## src/rtl/lsp_pkg.sv

```systemverilog
package lsp_pkg;
    typedef enum logic [2:0] {
        ST_IDLE,
        ST_LEAD1,
        ST_LEAD2,
        ST_MODBASE,
        ST_MODTRIM,
        ST_TAILTRIM,
        ST_TAIL,
        ST_REARM
    } lsp_state_e;
endpackage

```

## src/rtl/lsp_sync.sv

```systemverilog
module lsp_sync #(
    parameter int STAGES = 2
) (
    input  logic clk,
    input  logic rst_n,
    input  logic d_i,
    output logic q_o
);
    logic [STAGES-1:0] chain;

    generate
        for (genvar g = 0; g < STAGES; g++) begin : g_stage
            always_ff @(posedge clk or negedge rst_n) begin
                if (!rst_n) begin
                    chain[g] <= 1'b0;
                end else if (g == 0) begin
                    chain[g] <= d_i;
                end else begin
                    chain[g] <= chain[(g == 0) ? 0 : g-1];
                end
            end
        end
    endgenerate

    assign q_o = chain[STAGES-1];
endmodule

```

## src/rtl/lsp_counter.sv

```systemverilog
module lsp_counter #(
    parameter int CNT_W = 11
) (
    input  logic             clk,
    input  logic             rst_n,
    input  logic             load_i,
    input  logic [CNT_W-1:0] load_val_i,
    output logic             last_o
);
    logic [CNT_W-1:0] cnt;

    always_ff @(posedge clk or negedge rst_n) begin
        if (!rst_n) begin
            cnt <= '0;
        end else if (load_i) begin
            cnt <= load_val_i;
        end else if (cnt != '0) begin
            cnt <= cnt - 1'b1;
        end
    end

    assign last_o = (cnt == CNT_W'(1));

    // a load is never zero, so every segment lasts at least one tick
    a_r5_load_nonzero: assert property (@(posedge clk) disable iff (!rst_n)
        load_i |=> (cnt != '0));

    // between loads the count steps down by exactly one
    a_r3_steady_count: assert property (@(posedge clk) disable iff (!rst_n)
        (!load_i && cnt > CNT_W'(1)) |=> (cnt == $past(cnt) - 1'b1));
endmodule

```

## src/rtl/lsp_fsm.sv

```systemverilog
module lsp_fsm
    import lsp_pkg::*;
#(
    parameter int CNT_W          = 11,
    parameter int TRIM_W         = 4,
    parameter int LEAD_TICKS     = 2000,
    parameter int MODBASE_TICKS  = 1575,
    parameter int TAIL_TICKS     = 57
) (
    input  logic              clk,
    input  logic              rst_n,
    input  logic              sync_i,
    input  logic              last_i,
    input  logic [TRIM_W-1:0] trim_i,
    output logic              load_o,
    output logic [CNT_W-1:0]  load_val_o,
    output logic              beam_o,
    output logic              mod_o
);
    localparam int PAD_W = CNT_W - TRIM_W - 1;
    localparam logic [CNT_W-1:0] L_LEAD    = CNT_W'(LEAD_TICKS);
    localparam logic [CNT_W-1:0] L_MODBASE = CNT_W'(MODBASE_TICKS);
    localparam logic [CNT_W-1:0] L_TAIL    = CNT_W'(TAIL_TICKS);

    lsp_state_e state, nxt;
    logic [CNT_W-1:0] trim_val, inv_val;

    assign trim_val = {{PAD_W{1'b0}}, trim_i, 1'b1};
    assign inv_val  = {{PAD_W{1'b0}}, ~trim_i, 1'b1};

    always_ff @(posedge clk or negedge rst_n) begin
        if (!rst_n) begin
            state <= ST_IDLE;
        end else begin
            state <= nxt;
        end
    end

    always_comb begin
        nxt        = state;
        load_o     = 1'b0;
        load_val_o = L_LEAD;
        unique case (state)
            ST_IDLE: if (sync_i) begin
                nxt = ST_LEAD1; load_o = 1'b1; load_val_o = L_LEAD;
            end
            ST_LEAD1: if (last_i) begin
                nxt = ST_LEAD2; load_o = 1'b1; load_val_o = L_LEAD;
            end
            ST_LEAD2: if (last_i) begin
                nxt = ST_MODBASE; load_o = 1'b1; load_val_o = L_MODBASE;
            end
            ST_MODBASE: if (last_i) begin
                nxt = ST_MODTRIM; load_o = 1'b1; load_val_o = trim_val;
            end
            ST_MODTRIM: if (last_i) begin
                nxt = ST_TAILTRIM; load_o = 1'b1; load_val_o = inv_val;
            end
            ST_TAILTRIM: if (last_i) begin
                nxt = ST_TAIL; load_o = 1'b1; load_val_o = L_TAIL;
            end
            ST_TAIL: if (last_i) begin
                nxt = ST_REARM;
            end
            ST_REARM: if (!sync_i) begin
                nxt = ST_IDLE;
            end
            default: nxt = ST_IDLE;
        endcase
    end

    always_comb begin
        beam_o = (state != ST_IDLE) && (state != ST_REARM);
        mod_o  = (state == ST_MODBASE) || (state == ST_MODTRIM);
    end

    // a sequence only opens on a synchronized high sync
    a_r2_start_on_sync: assert property (@(posedge clk) disable iff (!rst_n)
        $rose(beam_o) |-> $past(sync_i));

    // re-arming requires the synchronized sync to be low
    a_r7_rearm_low: assert property (@(posedge clk) disable iff (!rst_n)
        (state == ST_REARM && sync_i) |=> (state == ST_REARM));
endmodule

```

## src/rtl/linesync_pulse_gen.sv

```systemverilog
module linesync_pulse_gen #(
    parameter int CNT_W         = 11,
    parameter int TRIM_W        = 4,
    parameter int SYNC_STAGES   = 2,
    parameter int LEAD_TICKS    = 2000,
    parameter int MODBASE_TICKS = 1575,
    parameter int TAIL_TICKS    = 57
) (
    input  logic              clk,
    input  logic              rst_n,
    input  logic              line_sync,
    input  logic [TRIM_W-1:0] trim_i,
    output logic              beam_o,
    output logic              mod_o
);
    logic             sync_s;
    logic             seg_last;
    logic             seg_load;
    logic [CNT_W-1:0] seg_val;

    lsp_sync #(.STAGES(SYNC_STAGES)) u_sync (
        .clk   (clk),
        .rst_n (rst_n),
        .d_i   (line_sync),
        .q_o   (sync_s)
    );

    lsp_counter #(.CNT_W(CNT_W)) u_cnt (
        .clk        (clk),
        .rst_n      (rst_n),
        .load_i     (seg_load),
        .load_val_i (seg_val),
        .last_o     (seg_last)
    );

    lsp_fsm #(
        .CNT_W         (CNT_W),
        .TRIM_W        (TRIM_W),
        .LEAD_TICKS    (LEAD_TICKS),
        .MODBASE_TICKS (MODBASE_TICKS),
        .TAIL_TICKS    (TAIL_TICKS)
    ) u_fsm (
        .clk        (clk),
        .rst_n      (rst_n),
        .sync_i     (sync_s),
        .last_i     (seg_last),
        .trim_i     (trim_i),
        .load_o     (seg_load),
        .load_val_o (seg_val),
        .beam_o     (beam_o),
        .mod_o      (mod_o)
    );

    // modulation only inside the beam pulse
    a_r9_mod_in_beam: assert property (@(posedge clk) disable iff (!rst_n)
        mod_o |-> beam_o);

    // modulation rises only after beam has already been high
    a_r4_mod_after_beam: assert property (@(posedge clk) disable iff (!rst_n)
        $rose(mod_o) |-> $past(beam_o));

    // modulation ends while beam is still high
    a_r6_mod_ends_first: assert property (@(posedge clk) disable iff (!rst_n)
        $fell(mod_o) |-> beam_o);

    // beam stays low for at least one cycle after it falls
    a_r7_gap: assert property (@(posedge clk) disable iff (!rst_n)
        $fell(beam_o) |=> !beam_o);
endmodule

```

## config.mk

```make
export PLATFORM = sky130hd
export DESIGN_NAME = linesync_pulse_gen
export DESIGN_NICKNAME = d
export VERILOG_FILES = /design/src/rtl/lsp_pkg.sv /design/src/rtl/lsp_sync.sv /design/src/rtl/lsp_counter.sv /design/src/rtl/lsp_fsm.sv /design/src/rtl/linesync_pulse_gen.sv
export SDC_FILE = /design/constraint.sdc
export NUM_CORES = 1
export LEC_CHECK = 0
export ABC_AREA = 1
export BUFFER_PORTS_ARGS = -buffer_cell sky130_fd_sc_hd__buf_2
export CAP_MARGIN = 15
export CORE_AREA = 2 2 60 62
export DETAILED_ROUTE_END_ITERATION = 16
export DIE_AREA = 0 0 62 64
export GPL_ROUTABILITY_DRIVEN = 0
export PLACE_DENSITY = 0.63
export SLEW_MARGIN = 20
export SYNTH_ARGS = -nofsm -noshare
export SYNTH_HDL_FRONTEND = slang
export SYNTH_SLANG_ARGS = --single-unit
export TNS_END_PERCENT = 20
```

## constraint.sdc

```tcl
create_clock -name clk -period 1.8 [get_ports clk]
set_clock_uncertainty 0.1 [all_clocks]
set_input_delay 0.09 -clock clk [delete_from_list [all_inputs] [get_ports clk]]
set_output_delay 0.09 -clock clk [all_outputs]
set_load 0.1 [all_outputs]
```

==> impl_metrics.csv <==
group,metric,value,unit
cells_and_area,n_antenna_cell,0,
logic_synthesis,synth_area,1290,µm²
logic_synthesis,synth_most_common_cell,"nand2_1",
setup_path,worst_path_most_repeated_cell,"nand2_1",
setup_path,worst_path_max_delay_cell,"dfrtp_2",
logic_synthesis,ys_async_sr_fraction,100,%
timing,post-route-min-period,1.69,ns
cells_and_area,utilization,46.1,%
detailed_routing,ant_nets,0,
die,core_area,3280,µm²
timing,period_share,94.0,%
power_and_ir_drop,power_density,1920,nW/µm²
timing,slew_headroom,75.4,%
clocking,worstSkewPairLatency,0.28,ns
setup_path,worstSetupPathType,"reg2out",
run,maxCapViolCount,0,
die,die-area,3970,µm²
logic_synthesis,synth_cells,184,
detailed_routing,dr_total_vias,1193,
logic_synthesis,syn_avg_cell_area,7.04,µm²
clocking,clk_path_buf_depth,2,
detailed_routing,drt_pass1_iterations,4,
timing,tightest_slew,0.369,ns
cells_and_area,synthToLayoutAreaGrowth,17.0,%
detailed_routing,viasPerCell,4.83,
setup_path,crit_chain,"buf_4 -> nand2_1 -> nor2_2 -> inv_1 -> nand2_1 -> buf_12",
logic_synthesis,ys_seq_area_share,30.9,%
hold_path,hp-class,"in2reg",
global_routing,grt_overflow,0,
place,dp_hpwl,2.18,mm
logic_synthesis,synth_commonest_cells,"nand2_1, nand3_1, inv_1",
timing,fmax,0.591,GHz
logic_synthesis,synth_top_area_cell,"dfrtp_1",
setup_path,startpoint_type,"register",
timing,setup_viol_count_final,0,
cells_and_area,fillers,347,
setup_path,crit_required,1.61,ns
power_and_ir_drop,static-leakage-power,0.765,nW
die,die_h,64,µm
logic_synthesis,syn_nets,198,
setup_path,worst-path-buf-inv,3,
logic_synthesis,ys_types,24,
clocking,path_clk_slew,0.10,ns
clocking,clock_sinks,16,
detailed_routing,routedWlPerCell,11.0,µm
status,outcome,"complete, no violations",
place,portBuffers,8,
detailed_routing,drtIter0Drc,42,
die,die_x,62,µm
logic_synthesis,synthTopCellsByArea,"dfrtp_1, nand2_1, nand3_1",
setup_path,crit_family,"flip-flops",
timing,final-max-slew-violation-count,0,
die,pin_count,9,
timing,final-hold-violation-count,0,
setup_path,crit_path_max_incr_delay,0.44,ns
die,start_util,39.4,%
detailed_routing,wl,2.72,mm
global_routing,grt_pass1_vias,1094,
logic_synthesis,netlist.area_leader.share,30.9,%
logic_synthesis,synth_edf_count,0,
logic_synthesis,synth_ff_type,"dfrtp_1",
power_and_ir_drop,peakVddDrop,1440,µV
cells_and_area,drive_above_1_share,21.9,%
global_routing,grt_max_degree,17,
global_routing,antenna_found_initial,0,
setup_path,crit_arrival,1.50,ns
global_routing,grt_pass1_wl,4.81,mm
logic_synthesis,yosysWarnings,0,
clocking,cts_buffers,3,
clocking,cts_root_buf,"clkbuf_4",
die,num_rows,21,
global_routing,grtUsageTotal,15.9,%
clocking,htree_levels,1,
setup_path,cp_max_fo,7,
logic_synthesis,ys_ff_latch,16,
timing,fin_setup_tns,0,ns
cells_and_area,final_nets,216,
clocking,cts_tree,"built",
setup_path,endpoint_kind,"output port",
detailed_routing,drcViolationCount,0,
==> power by group <==
| group | internal (mW) | switching (mW) | leakage (nW) |
|---|---|---|---|
| logic | 0.733 | 1.23 | 0.553 |
| clock network | 0.123 | 0.112 | 0.0210 |
| registers | 0.529 | 0.187 | 0.191 |
==> sequential cells by signal, summed over array words and instances, names as in the netlist <==
name	flops
u_cnt.cnt	11
u_sync.chain	1
u_sync.q_o	1
u_fsm.state	3
==> cell usage in the layout (no fill, tap or decap) <==
cell           count
nor3_1             1
nand3_1           20
nor2_2             3
clkbuf_4           3
inv_1             17
nor3b_2            1
a21oi_1            7
o211ai_1           2
nand2_4            3
a21oi_4            1
nand2_1           50
ha_1               7
nand3_2            3
dlygate4sd3_1      2
dfrtp_1           14
inv_2              4
a21oi_2            1
xor2_1             4
nand4_1            3
dfrtp_2            2
o21ai_1            2
buf_4              6
nand2_2            4
nor2_4             3
buf_2              6
buf_12             2
clkbuf_8           1
clkinv_4           1
nor2_1            14
o21ai_0           14
==> worst paths after layout <==
| path | from | to | slack, ns | cells after the start |
|---|---|---|---|---|
| min | trim_i[0] | u_cnt.cnt[1]$_DFFE_PN0P_ | 0.01 | 4 |
| min in group asynchronous | rst_n | u_cnt.cnt[4]$_DFFE_PN0P_ | 0.14 | 2 |
| max reg2reg | u_fsm.state[1]$_DFFE_PN0P_ | u_cnt.cnt[3]$_DFFE_PN0P_ | 0.15 | 9 |
| max | u_fsm.state[0]$_DFFE_PN0P_ | mod_o | 0.11 | 6 |
| max in group asynchronous | rst_n | u_fsm.state[1]$_DFFE_PN0P_ | 1.17 | 2 |
| min reg2reg | u_sync.chain[0]$_DFF_PN0_ | u_sync.q_o$_DFF_PN0_ | 0.26 | 0 |
==> cells by family after synthesis <==
family                     synth area share, %
and+or+nand+nor                           39.4
adders and majority gates                 6.76
buffers and inverters                     9.08
xor gates and xnor gates                  2.71
AOI/OAI and AO/OA                         11.1
DFF                                       30.9
==> metrics by stage <==
| stage | cells | setup WS, ns | hold slack (ns) | area [µm²] | power [mW] |
|---|---|---|---|---|---|
| after floorplan | 184 | 0.00544 | -0.306 | 1320 | 2.20 |
| after global placement | 241 | 0.158 | -0.0732 | 1460 | 2.68 |
| after detailed placement | 241 | 0.156 | -0.0696 | 1460 | 2.68 |
| after CTS | 247 | 0.0465 | 0.00347 | 1510 | 2.93 |
| after global routing | 247 | -0.00735 | 0.0252 | 1520 | 3.23 |
| final | 247 | 0.108 | 0.0127 | 1520 | 2.91 |
==> per-layer routing <==
metal,track usage [%],up-vias,routed length (µm)
li1,-,630,-
met1,21.7,543,1300
met2,25.4,16,1310
met3,2.43,4,73
met4,4.79,0,35
met5,0,-,0
==> layout make-up <==
class,instances,area [µm²],share of cell area (%)
clock buffers,4,36.3,2.39
inverters,22,87.6,5.78
multi-input cells,143,796,52.5
flip-flops and latches,16,403,26.6
well taps,46,57.6,3.80
repair buffers,16,135,8.92
==> timing repair <==
item | 4_1_cts | 5_1_grt
setup endpoints to repair | 0 | 4
endpoints found under the hold margin | 17 | 0
setup buffers | 0 | 0
resized for setup | 0 | 1
hold buffers | 2 | 0
==> worst min-delay path, cell delays in order <==
cell and delay [ns]:
buf_2 0.08, o21ai_0 0.07, nand3_1 0.08, nand2_1 0.04
No activity file was read; power rests on OpenSTA's default activity.
